==> src/rtl/scl_pkg.sv <==
package scl_pkg;
  localparam int unsigned IN_SCLK = 0;
  localparam int unsigned IN_CSN  = 1;
  localparam int unsigned IN_SDI  = 2;
  localparam int unsigned IN_PRE  = 3;
  localparam int unsigned IN_SLP  = 4;
  localparam int unsigned IN_W    = 5;
  // idle levels: select, preset and sleep high
  localparam logic [IN_W-1:0] IN_IDLE = 5'b11010;

  function automatic logic [15:0] mid_code(input int unsigned w);
    return 16'(1) << (w - 1);
  endfunction
endpackage

==> src/rtl/scl_sync.sv <==
module scl_sync #(
  parameter int unsigned     WIDTH   = 1,
  parameter int unsigned     STAGES  = 2,
  parameter logic [WIDTH-1:0] RST_VAL = '0
) (
  input  logic             clk_i,
  input  logic             rst_ni,
  input  logic [WIDTH-1:0] d_i,
  output logic [WIDTH-1:0] q_o
);
  logic [STAGES-1:0][WIDTH-1:0] stg_q;

  generate
    if (STAGES == 1) begin : g_one
      always_ff @(posedge clk_i or negedge rst_ni) begin
        if (!rst_ni) stg_q[0] <= RST_VAL;
        else         stg_q[0] <= d_i;
      end
    end else begin : g_chain
      always_ff @(posedge clk_i or negedge rst_ni) begin
        if (!rst_ni) stg_q <= {STAGES{RST_VAL}};
        else         stg_q <= {stg_q[STAGES-2:0], d_i};
      end
    end
  endgenerate

  assign q_o = stg_q[STAGES-1];
endmodule

==> src/rtl/scl_shreg.sv <==
module scl_shreg #(
  parameter int unsigned CODE_W = 7
) (
  input  logic              clk_i,
  input  logic              rst_ni,
  input  logic              shift_i,
  input  logic              sdi_i,
  input  logic              clr_i,
  input  logic              sleep_i,
  output logic [CODE_W-1:0] sr_o,
  output logic              sdo_o,
  output logic              sdo_oe_o
);
  logic [CODE_W-1:0] sr_q;
  logic              armed_q;

  always_ff @(posedge clk_i or negedge rst_ni) begin
    if (!rst_ni)      sr_q <= '0;
    else if (shift_i) sr_q <= {sr_q[CODE_W-2:0], sdi_i};
  end

  // output stage re-arms on the first shift after a preset
  always_ff @(posedge clk_i or negedge rst_ni) begin
    if (!rst_ni)      armed_q <= 1'b0;
    else if (clr_i)   armed_q <= 1'b0;
    else if (shift_i) armed_q <= 1'b1;
  end

  assign sr_o     = sr_q;
  assign sdo_oe_o = armed_q & ~sleep_i;
  assign sdo_o    = sdo_oe_o ? sr_q[CODE_W-1] : 1'b1;
endmodule

==> src/rtl/scl_store.sv <==
module scl_store #(
  parameter int unsigned CODE_W = 7
) (
  input  logic              clk_i,
  input  logic              rst_ni,
  input  logic              load_i,
  input  logic              preset_i,
  input  logic [CODE_W-1:0] data_i,
  output logic [CODE_W-1:0] code_o,
  output logic              upd_o
);
  localparam logic [CODE_W-1:0] MID = CODE_W'(scl_pkg::mid_code(CODE_W));

  logic [CODE_W-1:0] code_q;
  logic              upd_q;
  logic              pre_d_q;
  logic              pre_entry;

  assign pre_entry = preset_i & ~pre_d_q;

  always_ff @(posedge clk_i or negedge rst_ni) begin
    if (!rst_ni) begin
      code_q  <= MID;
      upd_q   <= 1'b0;
      pre_d_q <= 1'b0;
    end else begin
      pre_d_q <= preset_i;
      upd_q   <= pre_entry | (load_i & ~preset_i);
      if (preset_i)    code_q <= MID;
      else if (load_i) code_q <= data_i;
    end
  end

  assign code_o = code_q;
  assign upd_o  = upd_q;
endmodule

==> src/rtl/ser_code_latch.sv <==
module ser_code_latch #(
  parameter int unsigned CODE_W = 7,
  parameter int unsigned SYNC_N = 2
) (
  input  logic              clk_i,
  input  logic              rst_ni,
  input  logic              sclk_i,
  input  logic              csn_i,
  input  logic              sdi_i,
  input  logic              preset_ni,
  input  logic              sleep_ni,
  output logic [CODE_W-1:0] code_o,
  output logic              code_upd_o,
  output logic              open_a_o,
  output logic              wiper_b_o,
  output logic              sdo_o,
  output logic              sdo_oe_o
);
  import scl_pkg::*;

  logic [IN_W-1:0]   raw_in, syn_in;
  logic              sclk_d_q, csn_d_q, sleep_q;
  logic              sclk_rise, cs_rise, preset_act, sleep_act;
  logic [CODE_W-1:0] sr;

  assign raw_in[IN_SCLK] = sclk_i;
  assign raw_in[IN_CSN]  = csn_i;
  assign raw_in[IN_SDI]  = sdi_i;
  assign raw_in[IN_PRE]  = preset_ni;
  assign raw_in[IN_SLP]  = sleep_ni;

  scl_sync #(.WIDTH(IN_W), .STAGES(SYNC_N), .RST_VAL(IN_IDLE)) u_sync (
    .clk_i (clk_i),
    .rst_ni(rst_ni),
    .d_i   (raw_in),
    .q_o   (syn_in)
  );

  always_ff @(posedge clk_i or negedge rst_ni) begin
    if (!rst_ni) begin
      sclk_d_q <= 1'b0;
      csn_d_q  <= 1'b1;
      sleep_q  <= 1'b0;
    end else begin
      sclk_d_q <= syn_in[IN_SCLK];
      csn_d_q  <= syn_in[IN_CSN];
      sleep_q  <= sleep_act;
    end
  end

  assign sclk_rise  = syn_in[IN_SCLK] & ~sclk_d_q & ~syn_in[IN_CSN];
  assign cs_rise    = syn_in[IN_CSN] & ~csn_d_q;
  assign preset_act = ~syn_in[IN_PRE];
  assign sleep_act  = ~syn_in[IN_SLP];

  scl_shreg #(.CODE_W(CODE_W)) u_shreg (
    .clk_i   (clk_i),
    .rst_ni  (rst_ni),
    .shift_i (sclk_rise),
    .sdi_i   (syn_in[IN_SDI]),
    .clr_i   (preset_act),
    .sleep_i (sleep_q),
    .sr_o    (sr),
    .sdo_o   (sdo_o),
    .sdo_oe_o(sdo_oe_o)
  );

  scl_store #(.CODE_W(CODE_W)) u_store (
    .clk_i   (clk_i),
    .rst_ni  (rst_ni),
    .load_i  (cs_rise),
    .preset_i(preset_act),
    .data_i  (sr),
    .code_o  (code_o),
    .upd_o   (code_upd_o)
  );

  assign open_a_o  = sleep_q;
  assign wiper_b_o = sleep_q;
endmodule

==> config.mk <==
export PLATFORM = sky130hd
export DESIGN_NAME = ser_code_latch
export DESIGN_NICKNAME = d
export VERILOG_FILES = /design/src/rtl/scl_pkg.sv /design/src/rtl/scl_sync.sv /design/src/rtl/scl_shreg.sv /design/src/rtl/scl_store.sv /design/src/rtl/ser_code_latch.sv
export SDC_FILE = /design/constraint.sdc
export NUM_CORES = 1
export LEC_CHECK = 0
export CAP_MARGIN = 20
export CORE_MARGIN = 1
export CORE_UTILIZATION = 49
export DETAILED_ROUTE_END_ITERATION = 6
export PLACE_DENSITY = 0.73
export SLEW_MARGIN = 15
export SYNTH_ARGS = -nofsm -noshare
export SYNTH_HDL_FRONTEND = slang
export SYNTH_SLANG_ARGS = --single-unit
==> constraint.sdc <==
create_clock -name clk_i -period 1.5 [get_ports clk_i]
set_input_delay 0.15 -clock clk_i [delete_from_list [all_inputs] [get_ports clk_i]]
set_output_delay 0.15 -clock clk_i [all_outputs]
set_load 0.05 [all_outputs]
* After elaboration in Yosys (flattened, before gate mapping)
Cells that the tools add are included.
** Operators by class
- Add/subtract/negate cells :: 0
- $mul :: 0
- Divide/modulo/power cells :: 0
- $lt $le $gt $ge :: 0
- Equal/unequal tests :: 2
- Shift operators :: 0
- Muxes and demuxes :: 5
- Bitwise operators :: 14
- Reductions and logical operators :: 0
** Operators by type and width (number)
- two-way mux 7 bit :: 2
- NOT 1 bit :: 7
- AND 1 bit :: 6
- two-way mux 1 bit :: 3
- != test 2 x 1 -> 1 bit, second input constant :: 1
- != test 2 bit, second input constant :: 1
- bitwise OR 1 bit :: 1
** Storage, ports and cells
- Register bits :: 30
- Latch bits :: 0
- Memory bits (writable) :: 0
- ROM bits :: 0
- Input bits :: 7
- Output and inout port bits :: 12
- Word-level logic and storage cells :: 31
- Memories kept :: 0

* Logic depth before layout (Yosys ltp)
Gate-level depths: netlist of the first run.
- Depth after elaboration :: 5
- Gate-level depth with buffers :: 4
- Gate-level depth less buffers :: 3

* By module
From an unflattened synthesis of the first run, not the netlist that was laid out.
** Unflattened totals
- Cell total of the unflattened synthesis :: 69
- Area total of the unflattened synthesis :: 1103.6 µm²
** Modules (own cells, without submodules)
- scl_store :: times used 1, cells an instance 27, area an instance 354.1 µm², sequential area each 226.5 µm²
- scl_shreg :: times used 1, cells an instance 19, area an instance 341.6 µm², sequential area each 200.2 µm²
- scl_sync :: times used 1, cells an instance 15, area an instance 295.3 µm², sequential area each 257.7 µm²
- ser_code_latch :: times used 1, cells an instance 8, area an instance 112.6 µm², sequential area each 76.3 µm²

* Worst setup path before layout of the first run
OpenSTA, ideal clock, no wires.
- Kind :: flip-flop to output port
- Start point :: reg sleep_q (netlist: open_a_o)
- End point :: out sdo_o
- Arrival time :: 1900 ps
- Data required time :: 1350 ps
- Setup slack :: -550 ps
- Cell stages (with the launch flop) :: 3
- Path buffers :: 0
- Path through :: dfrtp_1 nor2b_1 nand2b_1
** Between the ends
- Word-level cells in the longest chain between the ends :: 3
** Ends and longest elaborated chain
- start: declaration :: RTL line ser_code_latch.sv:22 : logic sclk_d_q, csn_d_q, sleep_q;
- start signal: assignment :: RTL line ser_code_latch.sv:47 : sleep_q <= sleep_act;
- NOT 1 bit :: RTL line scl_shreg.sv:30 : assign sdo_oe_o = armed_q & ~sleep_i;
- AND 1 bit :: RTL line scl_shreg.sv:30
- named net sdo_oe_o :: RTL line ser_code_latch.sv:17 : output logic sdo_oe_o
- two-way mux 1 bit :: RTL line scl_shreg.sv:31 : assign sdo_o = sdo_oe_o ? sr_q[CODE_W-1] : 1'b1;
- end: declaration :: RTL line ser_code_latch.sv:16 : output logic sdo_o,
The timed path passes the listed nets, and every way through them passes these cells.

* Worst setup path after layout of the first run
- Start point :: reg sleep_q (netlist: open_a_o)
- End point :: out sdo_o
** Between the ends
- Word-level cells in the longest chain between the ends :: 3
** Ends and longest elaborated chain (RTL line)
- NOT 1 bit :: scl_shreg.sv:30
- AND 1 bit :: scl_shreg.sv:30
- two-way mux 1 bit :: scl_shreg.sv:31
Every way passes these cells.

==> summary.txt, run 1 <==
Run status
  • Status: complete, no violations

GRT
  • Vias in the first global route: 551
  • Gr usage total: 0.1632
  • Largest net degree at the start of global routing: 31
  • Antenna violations before repair: 0
  • First-pass GRT wire length: 2290 um
  • Total congestion overflow: 0

Die
  • Die extent in y: 47.37 um
  • Initial core utilization: 0.5193
  • FP Rows: 16
  • Die width: between 40 and 50 um
  • Full die area: ~2200 um2
  • Top Ports: 19
  • Core footprint: 1942 um2

Worst setup path
  • Worst Path Required: around 1400 ps
  • R2R Path Start: sclk_d_q$_DFF_PN0_
  • CP Capture Type: output port
  • Crit path DAT: 1160 ps
  • Critical-path maximum fanout: 3
  • Worst setup SP type: register
  • R2R depth: 2
  • R2R Path End: u_shreg.sr_o[3]$_DFFE_PN0P_
  • Crit path kind: reg -> out
  • Flop-to-flop setup slack: 210 ps

Job
  • Max-cap violations: 0

Min path
  • Min-delay worst type: in -> async

Clock network
  • H-tree Lvls: 2
  • Reg clk slew, reported paths: 90 ps
  • CTS root buf: clkbuf_4
  • Hold buffer count at cts: 0
  • Clock sink total: 30
  • Clock Latency Late Sink: 310 ps
  • CTS Buf Count: 5
  • Deepest clock path buffer count: 2
  • CTS resizes: 0
  • TritonCTS clock tree: built
  • Post-CTS Setup Inserts: 0

Finish
  • Multi-input gate area: between 200 and 250 um2
  • Layout cells sized above 1: 0.4021
  • Layout area overhead: 28.91%
  • Final Cell Area: 1300 um2
  • Most common cell after layout, fill and taps aside: dfrtp_1
  • Ant. Diodes: 0
  • NumNets Final: 103
  • Register area: 760.7 um2
  • Fillcell total: between 150 and 200
  • Most frequent cells in the layout: dfrtp_1 (22), nand2_1 (14), buf_4 (11)

Timing
  • F_max: ~0.76 GHz
  • Hold Violations, Final: 0
  • Worst slew pin tran: 397.2 ps
  • Relative slew slack: 0.7349
  • Setup TNS Final: 0 ps
  • Final Cycle Share: 0.8759
  • Count of pins over their slew limit: 0
  • Unrepaired setup endpoints after global routing: no
  • Fin Clk Skew: about 7.9 ps
  • Tmin final: about 1300 ps
  • Final Setup Violations: 0

Placed design
  • Placed inst area: 1240 um2
  • Placer Congestion: 0.7063
  • HPWL Detailed: 1053 um
  • PortBufs: 18

Synthesis
  • Netlist cell types: 15
  • YS warnings: 0
  • Post-Synthesis Cells: 71
  • Mapped Area: 1008 um2
  • Syn Area/Cell: 14.20 um2
  • Seq cells post-synth: 30
  • Syn Nets: between 70 and 80
  • Register area share after synthesis: 0.7543

Pwr
  • Leak: just under 0.0006 uW
  • Pwr/cell area: 1388 nW/um2
  • VDD IR max: a little under 0.9 mV

Route
  • Final WL: 1458 um
  • Routed wire per std cell: 11.76 um
  • DRC viols: 0
  • 1st-iter DRT viols: 2
  • ANT nets after route: 0
  • Vias after detailed routing: 583
  • Vias per cell: 4.702
  • First-pass DRT Iterations: 3
## metrics by stage
step                setup slack (ps)  total power, uW    util  hold WS [ps]  instances
floorplan                      13.71             1216       -        -145.6         71
global placement               249.4             1330  0.6385         336.2        116
detailed placement             196.8             1350  0.6385         336.3        116
CTS                            164.6             1823  0.6695         231.4        124
global route                   105.8             1898  0.6695         220.7        124
finish                         186.1             1804  0.6695         221.0        124
## report_power, final
part           total, uW  internal (uW)  switching [uW]
registers           1020            936            83.3
logic                310            144             166
clock network        475            227             248
## critical path, cell delays in order (launching register included)
cell,delay [ps]
dfrtp_1,430
nor2b_4,160
nand2b_1,100
buf_12,160
## logic make-up after synthesis
| group | after synthesis | share of synthesized area |
|---|---|---|
| mux | 7 | 0.07817 |
| simple gates | 23 | 0.1129 |
| buf+inv | 4 | 0.01984 |
| flops | 30 | 0.7543 |
| compound gates | 7 | 0.03474 |
## layout make-up
class                           count  share of cell area
Clock buffer                        7             0.04235
Clock inverter                      1            0.003850
Inverter                            2            0.005775
Multi-Input combinational cell     37              0.1809
Sequential cell                    30              0.5852
Tap cell                           27             0.02599
Timing Repair Buffer               20              0.1559
## how the worst max path moves through the flow
stage,from,end,depth (start not counted)
finish,open_a_o$_DFF_PN0_,sdo_o,3
global route,open_a_o$_DFF_PN0_,sdo_o,3
CTS,open_a_o$_DFF_PN0_,sdo_o,3
detailed placement,sclk_d_q$_DFF_PN0_,u_shreg.sr_o[3]$_DFFE_PN0P_,2
global placement,sclk_d_q$_DFF_PN0_,u_shreg.sr_o[4]$_DFFE_PN0P_,2
floorplan,open_a_o$_DFF_PN0_,sdo_o,2
## state kept, by name, indices dropped and copies added (netlist names)
name and flops:
u_shreg.sr_o 7, u_store.code_o 7, u_sync.q_o 5, u_sync.stg_q 5, csn_d_q 1, open_a_o 1
sclk_d_q 1, u_shreg.armed_q 1, u_store.pre_d_q 1, u_store.upd_o 1
## per-layer routing
layer	routed length [um]	global-route usage	up-vias
met2	756	0.2877	19
li1	-	-	277
met5	0	0	-
met4	39	0.1029	0
met1	590	0.1608	283
met3	72	0.05769	4
## Yosys cell counts
| cell | number | area, um2 |
|---|---|---|
| a21oi_1 | 7 | 35.03 |
| inv_2 | 1 | 3.750 |
| inv_1 | 1 | 3.750 |
| nand2b_1 | 1 | 6.260 |
| buf_2 | 1 | 5.000 |
| dfstp_2 | 8 | 210.2 |
| nor2_1 | 3 | 11.26 |
| nand3_1 | 1 | 5.000 |
| nand2_1 | 14 | 52.55 |
| nor2b_1 | 2 | 12.51 |
| or2b_1 | 1 | 7.510 |
| nor3b_4 | 1 | 18.77 |
| buf_4 | 1 | 7.510 |
| mux2_2 | 7 | 78.83 |
| dfrtp_1 | 22 | 550.5 |
No activity file was read; power rests on OpenSTA's default activity.
==> run 2, diff against run 1 <==
--- a/config.mk
+++ b/config.mk
@@ -9,7 +9,9 @@
 export CORE_MARGIN = 1
 export CORE_UTILIZATION = 49
 export DETAILED_ROUTE_END_ITERATION = 6
+export MAX_ROUTING_LAYER = met4
 export PLACE_DENSITY = 0.73
+export RECOVER_POWER = 50
 export SLEW_MARGIN = 15
 export SYNTH_ARGS = -nofsm -noshare
 export SYNTH_HDL_FRONTEND = slang
==> summary.txt, run 2 (synthesis gave the netlist of run 1 again) <==
Run status
  • Status: complete, no violations

Finish
  • Ant. Diodes: 0
  • Most frequent cells in the layout: dfrtp_1 (22), nand2_1 (14), buf_4 (10)
  • Layout cells sized above 1: 0.4021
  • Multi-input gate area: 235.2 um2
  • Layout area overhead: 28.66%
  • Register area: 760.7 um2
  • Fillcell total: 158
  • Most common cell after layout, fill and taps aside: dfrtp_1
  • NumNets Final: ~100
  • Final Cell Area: 1297 um2

Die
  • Full die area: 2243 um2
  • FP Rows: 16
  • Top Ports: 19
  • Initial core utilization: 0.5193
  • Core footprint: 1942 um2
  • Die width: 47.37 um
  • Die extent in y: 47.37 um

Route
  • ANT nets after route: 0
  • DRC viols: 0
  • Vias after detailed routing: approximately 600
  • M1 wire length: between 500 and 600 um
  • Highest routed layer: met4
  • 1st-iter DRT viols: 2
  • WL met2: 764 um
  • Met3 WL: 71 um
  • Vias per cell: about 4.7
  • First-pass DRT Iterations: 3
  • Final WL: 1450 um
  • Routed wire per std cell: 11.69 um

Timing
  • Unrepaired setup endpoints after global routing: no
  • Worst slew pin tran: roughly 700 ps
  • Final Cycle Share: 0.8735
  • F_max: 0.7632 GHz
  • Relative slew slack: 0.5380
  • Hold Violations, Final: 0
  • Setup TNS Final: 0 ps
  • Tmin final: between 1000 and 1500 ps
  • Final Setup Violations: 0
  • Count of pins over their slew limit: 0
  • Fin Clk Skew: 8.225 ps

Worst setup path
  • Worst setup startpoint: open_a_o$_DFF_PN0_
  • R2R Path End: u_shreg.sr_o[3]$_DFFE_PN0P_
  • Flop-to-flop setup slack: 210 ps
  • Top Family by Delay on Critical Path: flip-flops
  • CP Capture Type: output port
  • R2R Path Start: sclk_d_q$_DFF_PN0_
  • Crit path DAT: 1160 ps
  • Worst Path Required: approximately 1400 ps
  • Crit-path slowest cell: dfrtp_1
  • CP cell instances: nor2b_4, nand2b_1, buf_12
  • Critical Path End: sdo_o
  • Crit path kind: reg -> out
  • Largest stage delay, worst path: roughly 430 ps
  • Critical-path maximum fanout: 3
  • R2R depth: 2
  • WP depth: 3
  • CP bufs+invs: 1
  • Worst setup SP type: register

Clock network
  • H-tree Lvls: 2
  • CTS root buf: clkbuf_4
  • TritonCTS clock tree: built
  • Clock sink total: 30
  • Reg clk slew, reported paths: about 80 ps
  • Deepest clock path buffer count: 2
  • CTS resizes: 0
  • Hold buffer count at cts: 0
  • Post-CTS Setup Inserts: 0
  • Clock Latency Late Sink: 310 ps
  • CTS Buf Count: 5

Pwr
  • Pwr/cell area: 1385 nW/um2
  • Total power: 1797 uW
  • Leak: 0.0005912 uW
  • VDD IR max: 0.8661 mV

Job
  • Max-cap violations: 0

GRT
  • First-pass GRT wire length: 2290 um
  • Largest net degree at the start of global routing: 31
  • Total congestion overflow: 0
  • Antenna violations before repair: 0
  • Gr usage total: 0.1686
  • Vias in the first global route: 548

Placed design
  • HPWL Detailed: 1053 um
  • PortBufs: 18
  • Placer Congestion: between 0.7 and 0.8
  • Placed inst area: 1240 um2

Min path
  • Min-delay worst type: reg -> reg
==> run 2: cell types whose count changed in the layout (fill, tap and decap cells not counted) <==
cell | previous run | this run
buf_4 | 11 | 10
clkbuf_2 | 0 | 1
clkdlybuf4s50_1 | 6 | 0
dlygate4sd3_1 | 0 | 6
==> run 2: area by class of cell <==
class	count	share of cell area
multi-input cells	37	0.1813
flip-flops and latches	30	0.5863
well taps	27	0.02604
clock inverters	1	0.003857
inverters	2	0.005786
repair buffers	20	0.1543
clock buffers	7	0.04243
==> run 2: power breakdown <==
group	total [uW]	leakage (uW)	switching [uW]	internal, uW
clock	472	0.0000353	245	227
sequential	1020	0.000360	83.3	936
combinational	306	0.000196	166	140
total	1800	0.000591	495	1300
==> run 2: how the worst min path moves through the flow <==
stage                               from  slack [ps]  cells past startpoint                            end
2_1_floorplan                     rst_ni        -150                      0             open_a_o$_DFF_PN0_
4_1_cts                           rst_ni         230                      2  u_store.code_o[4]$_DFFE_PN0P_
3_5_place_dp   u_sync.stg_q[0]$_DFF_PN0_         340                      0        u_sync.q_o[0]$_DFF_PN0_
3_3_place_gp   u_sync.stg_q[2]$_DFF_PN0_         340                      0        u_sync.q_o[2]$_DFF_PN0_
6_report       u_sync.stg_q[3]$_DFF_PN1_         360                      0        u_sync.q_o[3]$_DFF_PN1_
5_1_grt                         sleep_ni         360                      1      u_sync.stg_q[4]$_DFF_PN1_
==> run 2: through the flow <==
| stage | utilization | hold slack, ps | std cells | worst slack, ps |
|---|---|---|---|---|
| floorplan | - | -145.6 | 71 | 13.71 |
| global route | 0.6682 | 357.3 | 124 | 105.8 |
| global placement | 0.6385 | 336.2 | 116 | 249.4 |
| finish | 0.6682 | 358.7 | 124 | 189.8 |
| detailed placement | 0.6385 | 336.3 | 116 | 196.8 |
| CTS | 0.6695 | 231.4 | 124 | 164.6 |
==> run 2: routing by layer <==
layer	up-vias	GRT usage
met1	286	0.1633
met5	-	-
met2	19	0.2849
met4	0	0.1029
li1	277	-
met3	4	0.05769
